**src/rtl/mie_pkg.sv**
```systemverilog
`timescale 1ns/1ps
package mie_pkg;
  localparam int SEL_W = 2;

  typedef enum logic [SEL_W-1:0] {
    SEL_EVENT = 2'd0,
    SEL_MASK  = 2'd1,
    SEL_CLEAR = 2'd2,
    SEL_NONE  = 2'd3
  } reg_sel_e;
endpackage

```
**src/rtl/mie_host_port.sv**
```systemverilog
`timescale 1ns/1ps
module mie_host_port
  import mie_pkg::*;
#(
  parameter int NUM_BYTES = 11,
  parameter int IDX_W     = $clog2(NUM_BYTES),
  parameter int WIDTH     = NUM_BYTES * 8
) (
  input  logic                     host_wr,
  input  logic [SEL_W+IDX_W-1:0]   host_addr,
  input  logic [7:0]               host_wdata,
  input  logic [WIDTH-1:0]         event_q,
  input  logic [WIDTH-1:0]         mask_q,
  output logic [NUM_BYTES-1:0]     mask_lane_we,
  output logic [WIDTH-1:0]         clr_vec,
  output logic [7:0]               host_rdata
);
  reg_sel_e         sel;
  logic [IDX_W-1:0] idx;

  assign sel = reg_sel_e'(host_addr[SEL_W+IDX_W-1:IDX_W]);
  assign idx = host_addr[IDX_W-1:0];

  // per-lane write decode; out-of-range indices match no lane
  for (genvar i = 0; i < NUM_BYTES; i++) begin : g_lane
    logic lane_hit;
    assign lane_hit              = host_wr && (idx == IDX_W'(i));
    assign mask_lane_we[i]       = lane_hit && (sel == SEL_MASK);
    assign clr_vec[i*8 +: 8]     = (lane_hit && (sel == SEL_CLEAR)) ? host_wdata : 8'h00;
  end

  // read mux: clear and unused select read zero
  always_comb begin
    host_rdata = 8'h00;
    for (int k = 0; k < NUM_BYTES; k++) begin
      if (idx == IDX_W'(k)) begin
        case (sel)
          SEL_EVENT: host_rdata = event_q[k*8 +: 8];
          SEL_MASK:  host_rdata = mask_q[k*8 +: 8];
          default:   host_rdata = 8'h00;
        endcase
      end
    end
  end
endmodule

```
**src/rtl/mie_mask_bank.sv**
```systemverilog
`timescale 1ns/1ps
module mie_mask_bank #(
  parameter int NUM_BYTES = 11,
  parameter int WIDTH     = NUM_BYTES * 8
) (
  input  logic                 clk,
  input  logic                 rst_n,
  input  logic [NUM_BYTES-1:0] lane_we,
  input  logic [7:0]           wdata,
  output logic [WIDTH-1:0]     mask_q
);
  function automatic logic [WIDTH-1:0] lanes_to_bits(input logic [NUM_BYTES-1:0] lanes);
    logic [WIDTH-1:0] r;
    for (int k = 0; k < NUM_BYTES; k++) r[k*8 +: 8] = {8{lanes[k]}};
    return r;
  endfunction

  logic [WIDTH-1:0] written_bits;
  assign written_bits = lanes_to_bits(lane_we);

  for (genvar i = 0; i < NUM_BYTES; i++) begin : g_byte
    always_ff @(posedge clk or negedge rst_n) begin
      if (!rst_n)          mask_q[i*8 +: 8] <= 8'hFF;
      else if (lane_we[i]) mask_q[i*8 +: 8] <= wdata;
    end
  end

  // bytes not written keep their value
  a_r9_untouched_bytes_hold: assert property (@(posedge clk) disable iff (!rst_n)
    1'b1 |=> (((mask_q ^ $past(mask_q)) & ~$past(written_bits)) == '0));
endmodule

```
**src/rtl/mie_event_bank.sv**
```systemverilog
`timescale 1ns/1ps
module mie_event_bank #(
  parameter int WIDTH = 88
) (
  input  logic             clk,
  input  logic             rst_n,
  input  logic [WIDTH-1:0] set_req,
  input  logic [WIDTH-1:0] mask_q,
  input  logic [WIDTH-1:0] clr_vec,
  output logic [WIDTH-1:0] event_q
);
  // clear first, then OR in allowed sets: a set in the same cycle wins
  function automatic logic [WIDTH-1:0] next_event(
    input logic [WIDTH-1:0] cur, input logic [WIDTH-1:0] set,
    input logic [WIDTH-1:0] msk, input logic [WIDTH-1:0] clr);
    return (cur & ~clr) | (set & msk);
  endfunction

  logic [WIDTH-1:0] allowed_set;
  assign allowed_set = set_req & mask_q;

  always_ff @(posedge clk or negedge rst_n) begin
    if (!rst_n) event_q <= '0;
    else        event_q <= next_event(event_q, set_req, mask_q, clr_vec);
  end

  // a bit may only rise where the mask was open
  a_r3_no_masked_rise: assert property (@(posedge clk) disable iff (!rst_n)
    1'b1 |=> ((event_q & ~$past(event_q) & ~$past(mask_q)) == '0));
  // cleared bits without a set request are zero afterwards
  a_r4_clear_takes: assert property (@(posedge clk) disable iff (!rst_n)
    1'b1 |=> ((event_q & $past(clr_vec) & ~$past(set_req)) == '0));
  // an allowed set is never lost, even against a clear
  a_r5_set_wins: assert property (@(posedge clk) disable iff (!rst_n)
    1'b1 |=> (($past(allowed_set) & ~event_q) == '0));
  // set bits only fall through a clear (mask changes do not remove them)
  a_r6_only_clear_drops: assert property (@(posedge clk) disable iff (!rst_n)
    1'b1 |=> (($past(event_q) & ~$past(clr_vec) & ~event_q) == '0));
endmodule

```
**src/rtl/masked_irq_event.sv**
```systemverilog
`timescale 1ns/1ps
module masked_irq_event
  import mie_pkg::*;
#(
  parameter int NUM_BYTES = 11,
  localparam int IDX_W    = $clog2(NUM_BYTES),
  localparam int WIDTH    = NUM_BYTES * 8
) (
  input  logic                   clk,
  input  logic                   rst_n,
  input  logic [WIDTH-1:0]       evt_set,
  input  logic                   host_wr,
  input  logic [SEL_W+IDX_W-1:0] host_addr,
  input  logic [7:0]             host_wdata,
  output logic [7:0]             host_rdata,
  output logic                   irq_n
);
  logic [WIDTH-1:0]     event_q;
  logic [WIDTH-1:0]     mask_q;
  logic [WIDTH-1:0]     clr_vec;
  logic [NUM_BYTES-1:0] mask_lane_we;

  mie_host_port #(.NUM_BYTES(NUM_BYTES), .IDX_W(IDX_W), .WIDTH(WIDTH)) u_port (
    .host_wr(host_wr), .host_addr(host_addr), .host_wdata(host_wdata),
    .event_q(event_q), .mask_q(mask_q), .mask_lane_we(mask_lane_we),
    .clr_vec(clr_vec), .host_rdata(host_rdata));

  mie_mask_bank #(.NUM_BYTES(NUM_BYTES), .WIDTH(WIDTH)) u_mask (
    .clk(clk), .rst_n(rst_n), .lane_we(mask_lane_we), .wdata(host_wdata),
    .mask_q(mask_q));

  mie_event_bank #(.WIDTH(WIDTH)) u_event (
    .clk(clk), .rst_n(rst_n), .set_req(evt_set), .mask_q(mask_q),
    .clr_vec(clr_vec), .event_q(event_q));

  assign irq_n = ~(|event_q);

  // pin falls only after an allowed set request
  a_r2_fall_needs_set: assert property (@(posedge clk) disable iff (!rst_n)
    $fell(irq_n) |-> ($past(evt_set & mask_q) != '0));
  // clear strobes only on a host write
  a_r8_clear_needs_write: assert property (@(posedge clk) disable iff (!rst_n)
    (clr_vec != '0) |-> host_wr);
endmodule

```
**config.mk**
```make
export PLATFORM = sky130hd
export DESIGN_NAME = masked_irq_event
export DESIGN_NICKNAME = d
export VERILOG_FILES = /design/src/rtl/mie_pkg.sv /design/src/rtl/mie_host_port.sv /design/src/rtl/mie_mask_bank.sv /design/src/rtl/mie_event_bank.sv /design/src/rtl/masked_irq_event.sv
export SDC_FILE = /design/constraint.sdc
export NUM_CORES = 1
export LEC_CHECK = 0
export BUFFER_PORTS_ARGS = -buffer_cell sky130_fd_sc_hd__clkbuf_2
export CAP_MARGIN = 20
export CORE_AREA = 2 2 145 162
export DETAILED_ROUTE_END_ITERATION = 10
export DIE_AREA = 0 0 147 164
export GPL_TIMING_DRIVEN = 0
export PLACE_DENSITY_LB_ADDON = 0.08
export SETUP_SLACK_MARGIN = 0.2
export SYNTH_ARGS = -nofsm -noshare
export SYNTH_HDL_FRONTEND = slang
export SYNTH_SLANG_ARGS = --single-unit
```
**constraint.sdc**
```tcl
create_clock -name clk -period 3.85 [get_ports clk]
set_clock_uncertainty 0.2 [all_clocks]
set_input_delay 0.1925 -clock clk [delete_from_list [all_inputs] [get_ports clk]]
set_output_delay 0.1925 -clock clk [all_outputs]
set_load 0.1 [all_outputs]
```
==> impl_results.md, run 1 <==
- Outcome: completed
- Largest family of logic cells by synthesized area: multiplexers
- Post-Synthesis Mean Instance Area: 11.9 um2
- Synth Area in Adders: 0%
- Root cell of the clock tree: clkbuf_16
- Synth Area in Simple Gates: 11.9%
- R2R Path Start: u_event.event_q[4]
- Synth unique cells: between 50 and 60
- RR Endpoint: u_event.event_q[4]
- EDFF count, synth: 0
- Clock transition at path regs: 0.07 ns
- Final Net Count: ~1100
- HP Class: in2reg
- Fraction of layout cells with a size suffix above 1: 36.8%
- R2R depth: 2
- Met3 WL: about 1800 um
- Detailed-route wire length per cell: 25.4 um
- Post-Syn Instances: roughly 750
- Asr flop ratio synth: 100%
- HPWL after DPL: between 20000 and 25000 um
- Routed vias: approximately 7500
- Via/cell ratio: 5.77
- CP arrival: 3.09 ns
- Seq/Total Area, Yosys: between 50% and 60%
- # port buffers: 111
- DRT Pass-1 Iters: 5
- RSZ-0062 raised after global routing: false
- Placement row count: 58
- Synth Area in Compound Gates: 14.5%
- Peak VDD IR: 0.000252 V
- MaxCap Viol Count: 0
- Synthesis warning total: 0
- Worst hold stages: 3
- CTS buffer count: 17
- Congestion Overflow GR: 0
- Largest net degree at the start of global routing: 105
- Sink Count: 176
- Place WS: 0.268 ns
- Period minus WS final: around 3.5 ns
- Synth Area in XOR/XNOR: 0%
- Chip Width: approximately 150 um
- Detail Route Antenna Nets: 0
- Final wirelength: 33100 um
- Core area: 0.0225 mm2
- I/O pin count: 114
- Req. time, crit path: 3.46 ns
- Post-CTS setup buffer count: 0
- Final TNS setup: 0 ns
- Htree depth: 4
- HP Start: host_addr[3]
- Design area: roughly 0.012 mm2
- Final setup vio count: 0
- Fmax: 287 MHz
- RePlAce Congestion: 0.933
- Multiplexer share of the synthesized area: ~20%
- Total track usage: 28.3%
- Hold endpoint: u_mask.mask_q[31]
- Ant. Diodes: 0
- Placed insts: 1164
- CP startpoint kind: input port
- Clock latency at the later pin of the worst-skew pair: 0.44 ns
- Synth area leader: dfstp_2
- Antenna violations before repair: 1
- Crit-path max FO: 10
- Slew Viols, Final: 0
- Ys flop type: dfstp_2
- Starting Density: 39.4%
- M1 wire length: 14000 um
- Post-Syn Nets: roughly 850
- Mapped Area: 0.00887 mm2
- CTS tree: yes
- Final std cells w/o fill: 1303
- Commonest cells post-synth: mux2_2, nand2_1, a22o_1, dfrtp_1, dfstp_2
- LEAKAGE: approximately 5 nW
- DR WL met2: 16200 um
- R2r setup slk: between 2 and 2.5 ns
- Slew @ Worst Pin: roughly 1.2 ns
- Yosys reg bits: 176
- Design Power: 5.69 mW
- Hold Fails Final Rpt: 0
- Most frequent cell after synthesis: mux2_2
- Top Metal Used: met4
- Layout area overhead: 30.4%
- Placed Area: 0.00987 mm2
- Slew headroom: 21.0%
- Worst setup margin: 0.369 ns
- Kind of critical path: in2out
- Pwr dens: around 500 mW/mm2
- Share of the synthesized area in the top cell type: 26.1%
- Die Area: 0.0241 mm2
- Vias in the first global route: 7908
- Chip height: 164 um
- Iter 0 DRT Violations: 446
- Final Cycle Share: 90.4%
- Crit. End Element: output port
- First-pass GRT wire length: 49700 um
- Top cells by area, synth: dfstp_2, dfrtp_1, mux2_2
- DRC Markers: 0
- Clk buf depth: 2
-- sequential cells by signal, summed over array words and instances (netlist names) --
register,flops
u_mask.mask_q,88
u_event.event_q,88
-- area by class of cell --
cell class	instances	area [um2]
fillers	2101	10900
flip-flops and latches	176	4510
multi-input cells	522	4140
repair buffers	223	1680
clock buffers	19	453
well taps	300	375
plain buffers	49	225
clock inverters	13	171
inverters	1	3.75
-- metal layers --
layer	global-route usage (%)	vias up
met5	0	-
met4	9.79	0
met3	5.25	50
met2	48.2	264
met1	36.3	3872
li1	-	3337
-- through the flow --
step	util [%]	hold WS (ns)
after floorplan	-	-0.303
after global placement	43.6	0.220
after detailed placement	43.9	0.0503
after CTS	51.3	0.106
after global routing	51.4	0.133
final	51.4	0.114
-- where the power goes --
group          switching [mW]  total, mW  internal [mW]
clock                   0.809       1.88           1.07
sequential              0.353       2.67           2.31
combinational           0.547       1.14          0.598
-- timing repair --
| item | in CTS | in global routing |
|---|---|---|
| resized for setup | 0 | 2 |
| endpoints found under the setup margin | 0 | 5 |
| hold endpoints to repair | 160 | 0 |
| hold buffers | 105 | 0 |
-- kinds of logic after synthesis --
group,count (synthesis)
and+or+nand+nor,208
DFF,176
muxes,160
AOI/OAI and AO/OA,154
buffers and inverters,50
-- worst max-delay path, cell delays in order --
cell and delay (ns):
buf_2 0.17, buf_2 0.43, clkbuf_2 0.35, buf_2 0.43
mux2i_1 0.33, nor3_1 0.08, a311oi_1 0.54, o21ai_1 0.16
clkbuf_2 0.40
-- worst max-delay path by stage --
| stage | slack (ns) | to | from | cells past startpoint |
|---|---|---|---|---|
| 4_1_cts | 0.26 | host_rdata[2] | host_addr[4] | 9 |
| 3_5_place_dp | 0.27 | host_rdata[2] | host_addr[4] | 9 |
| 2_1_floorplan | 0.67 | host_rdata[0] | host_addr[4] | 8 |
| 5_1_grt | 0.26 | host_rdata[2] | host_addr[4] | 9 |
| 3_3_place_gp | -0.81 | u_event.event_q[40] | rst_n | 1 |
| 6_report | 0.37 | host_rdata[2] | host_addr[4] | 9 |
-- layout by cell type (no fill, tap or decap), types with 3 or more instances in the layout --
| master | n |
|---|---|
| mux2_2 | 99 |
| a22o_1 | 88 |
| nand2b_1 | 5 |
| nor4_1 | 23 |
| clkbuf_16 | 17 |
| nand2_1 | 96 |
| clkinvlp_4 | 4 |
| or3_1 | 3 |
| and3b_1 | 8 |
| o221ai_1 | 7 |
| nand3_1 | 4 |
| o22a_1 | 6 |
| clkbuf_1 | 24 |
| o22ai_1 | 8 |
| clkbuf_2 | 112 |
| nor2_1 | 24 |
| nor3_1 | 12 |
| buf_1 | 8 |
| a311oi_1 | 5 |
| and3_1 | 6 |
| o21ai_1 | 5 |
| inv_6 | 4 |
| dfrtp_1 | 88 |
| mux2i_1 | 56 |
| clkbuf_8 | 3 |
| bufinv_16 | 3 |
| and4b_1 | 6 |
| mux4_2 | 5 |
| buf_2 | 13 |
| nand4_1 | 5 |
| a2111o_1 | 12 |
| dfstp_2 | 88 |
| buf_4 | 5 |
| o21ai_0 | 4 |
| a21oi_1 | 9 |
| dlygate4sd3_1 | 105 |
Power figures use the tool's default switching activity.
==> run 2, diff against run 1 <==
--- a/config.mk
+++ b/config.mk
@@ -5,14 +5,16 @@
 export SDC_FILE = /design/constraint.sdc
 export NUM_CORES = 1
 export LEC_CHECK = 0
+export ABC_AREA = 1
 export BUFFER_PORTS_ARGS = -buffer_cell sky130_fd_sc_hd__clkbuf_2
 export CAP_MARGIN = 20
-export CORE_AREA = 2 2 145 162
+export CORE_AREA = 2 2 144 160
 export DETAILED_ROUTE_END_ITERATION = 10
-export DIE_AREA = 0 0 147 164
+export DIE_AREA = 0 0 146 162
 export GPL_TIMING_DRIVEN = 0
 export PLACE_DENSITY_LB_ADDON = 0.08
 export SETUP_SLACK_MARGIN = 0.2
 export SYNTH_ARGS = -nofsm -noshare
 export SYNTH_HDL_FRONTEND = slang
 export SYNTH_SLANG_ARGS = --single-unit
+export TNS_END_PERCENT = 1
==> impl_results.md, run 2 <==
- Synth area leader: dfstp_2
- Flop pwr share: 48.4%
- Detailed-route wire length per cell: roughly 20 um
- First-pass GRT wire length: 50300 um
- Pwr dens: 484 mW/mm2
- Chip height: 162 um
- CTS tree: yes
- Kind of critical path: reg2out
- Slew Viols, Final: 0
- Design Power: 5.50 mW
- Post-Syn Instances: roughly 1100
- Crit. End Element: output port
- Storage cell area: 0.00451 mm2
- Clock transition at path regs: 0.07 ns
- Routed vias: between 8000 and 9000
- Outcome: completed
- Slowest-stage cell, CP: nor4_1
- Final setup vio count: 0
- Seq/Total Area, Yosys: 51.7%
- CP arrival: 2.68 ns
- Biggest regs: u_event.event_q (88), u_mask.mask_q (88)
- Final Util: 51.7%
- HPWL after DPL: 22300 um
- Slew @ Worst Pin: 1.12 ns
- Post-CTS setup buffer count: 0
- Most frequent cell after synthesis: nand2_1
- # port buffers: 113
- Peak VDD IR: 0.000276 V
- Chip Width: roughly 150 um
- Design area: 0.0113 mm2
- Post-Syn Nets: 1203
- Final wirelength: 33200 um
- Worst setup margin: ~0.77 ns
- Post-Synthesis Mean Instance Area: 7.95 um2
- Commonest cells post-synth: nand2_1, o21ai_0, dfrtp_1, dfstp_2, nand3_1
- Sw Share: 31.9%
- Most common cell after layout, fill and taps aside: nand2_1
- Crit-path max FO: 3
- Synthesis warning total: 0
- Switch Pwr: between 1.5 and 2 mW
- Largest family of logic cells by synthesized area: simple AND/OR/NAND/NOR gates
- Layout area overhead: 30.0%
- Period minus WS final: ~3.1 ns
- Largest net degree at the start of global routing: 94
- EDFF count, synth: 0
- Synth Area in Simple Gates: 31.7%
- Synth unique cells: 25
- Final TNS setup: 0 ns
- Synth Area in Compound Gates: between 10% and 20%
- Antenna violations before repair: 4
- Post-CTS Resized: 0
- Multiplexer share of the synthesized area: 0%
- Fmax: 325 MHz
- Htree depth: 4
- Total track usage: 28.7%
- Critical Path Max Stage Delay: 0.56 ns
- Slew headroom: 25.5%
- I/O pin count: 114
- Asr flop ratio synth: between 90% and 100%
- Vias in the first global route: 8485
- HP Class: in2reg
- CP startpoint kind: flop
- Placement row count: 57
- Placed Area: roughly 0.0097 mm2
- Top cells by area, synth: dfstp_2, dfrtp_1, nand2_1
- Final Cycle Share: 79.9%
- Synth Area in XOR/XNOR: 0%
- Critical-path cell list: nor4_1, nand4_1, nor2_1, nand2_1, nor3_1, clkbuf_2
- Place WS: 0.997 ns
- Synth Area in Adders: 0%
- RSZ-0062 raised after global routing: false
- Core area: 0.0220 mm2
- Die Area: 0.0237 mm2
- DRT Pass-1 Iters: 5
- Fraction of layout cells with a size suffix above 1: about 22%
- Sink Count: 176
- Clk buf depth: 2
- Most frequent cells in the layout: nand2_1, o21ai_0, clkbuf_2
- Congestion Overflow GR: 0
- Mapped Area: 0.00873 mm2
- RePlAce Congestion: slightly above 0.9
- DRC Markers: 0
- Iter 0 DRT Violations: 600
- P_int: 3.74 mW
- Req. time, crit path: roughly 3.5 ns
- Ant. Diodes: 0
- LEAKAGE: 4.59 nW
- Share of the synthesized area in the top cell type: 26.5%
- Yosys reg bits: 176
- Starting Density: between 30% and 40%
- Via/cell ratio: between 5 and 6
- Clock share of power: approximately a third
- Fillers: 2247
- Gate power share: 18.8%
- Root cell of the clock tree: clkbuf_16
- Clock latency at the later pin of the worst-skew pair: 0.44 ns
- CTS buffer count: 17
- MaxCap Viol Count: 0
- Detail Route Antenna Nets: 0
- Final Net Count: 1441
- Hold Fails Final Rpt: 0
- Multi-input logic area: 0.00390 mm2
- Ys flop type: dfstp_2
run 2: power groups by stage:
stage                     clock network, mW  logic, mW  registers [mW]
after floorplan                           0      0.610            2.57
after global placement                    0      0.871            2.68
after global routing                   1.89       1.16            2.71
final                                  1.80       1.03            2.66
after CTS                              1.82       1.03            2.66
after detailed placement                  0      0.898            2.68
run 2: repair_timing:
item,CTS,global route
hold endpoints to repair,135,0
hold buffers,105,0
setup endpoints to repair,0,0
run 2: final timing paths:
check | from | to | slack [ns] | cells past startpoint
worst max register to register | u_mask.mask_q[8] | u_event.event_q[8] | 2.36 | 3
worst min register to register | u_mask.mask_q[31] | u_mask.mask_q[31] | 0.28 | 2
worst min-delay path | host_wdata[7] | u_event.event_q[7] | 0.04 | 4
worst max-delay path | u_event.event_q[19] | irq_n | 0.77 | 6
min in group asynchronous | rst_n | u_event.event_q[19] | 0.17 | 2
max in group asynchronous | rst_n | u_mask.mask_q[41] | 2.31 | 3
run 2: area by class of cell:
class / count / area share [%]
clock buffers: 20 / 3.94
multi-input cells: 851 / 34.4
flip-flops and latches: 176 / 39.8
well taps: 295 / 3.25
repair buffers: 219 / 14.6
clock inverters: 12 / 1.32
plain buffers: 51 / 2.11
inverters: 20 / 0.662
run 2: worst max-delay path: cells and delay by family (launching register included):
family | cells | cell delay (ns)
buffers and inverters | 1 | 0.51
flip-flops | 1 | 0.41
AND/OR/NAND/NOR | 5 | 1.32
run 2: kinds of logic after synthesis:
group	after synthesis
AND/OR/NAND/NOR	638
AO/OA/AOI/OAI	213
buffers and inverters	71
flip-flops	176
run 2: through the flow:
step / hold WS, ns / cells
global route: 0.0694 / 1644
global placement: 0.194 / 1506
CTS: 0.00531 / 1644
floorplan: -0.303 / 1098
finish: 0.0383 / 1644
detailed placement: 0.0962 / 1507
run 2: layer usage:
layer	GRT usage, %	part of all wire [%]
met5	0	0
met4	9.75	3.3
met3	4.13	5.7
met2	49.8	49
met1	37.0	42
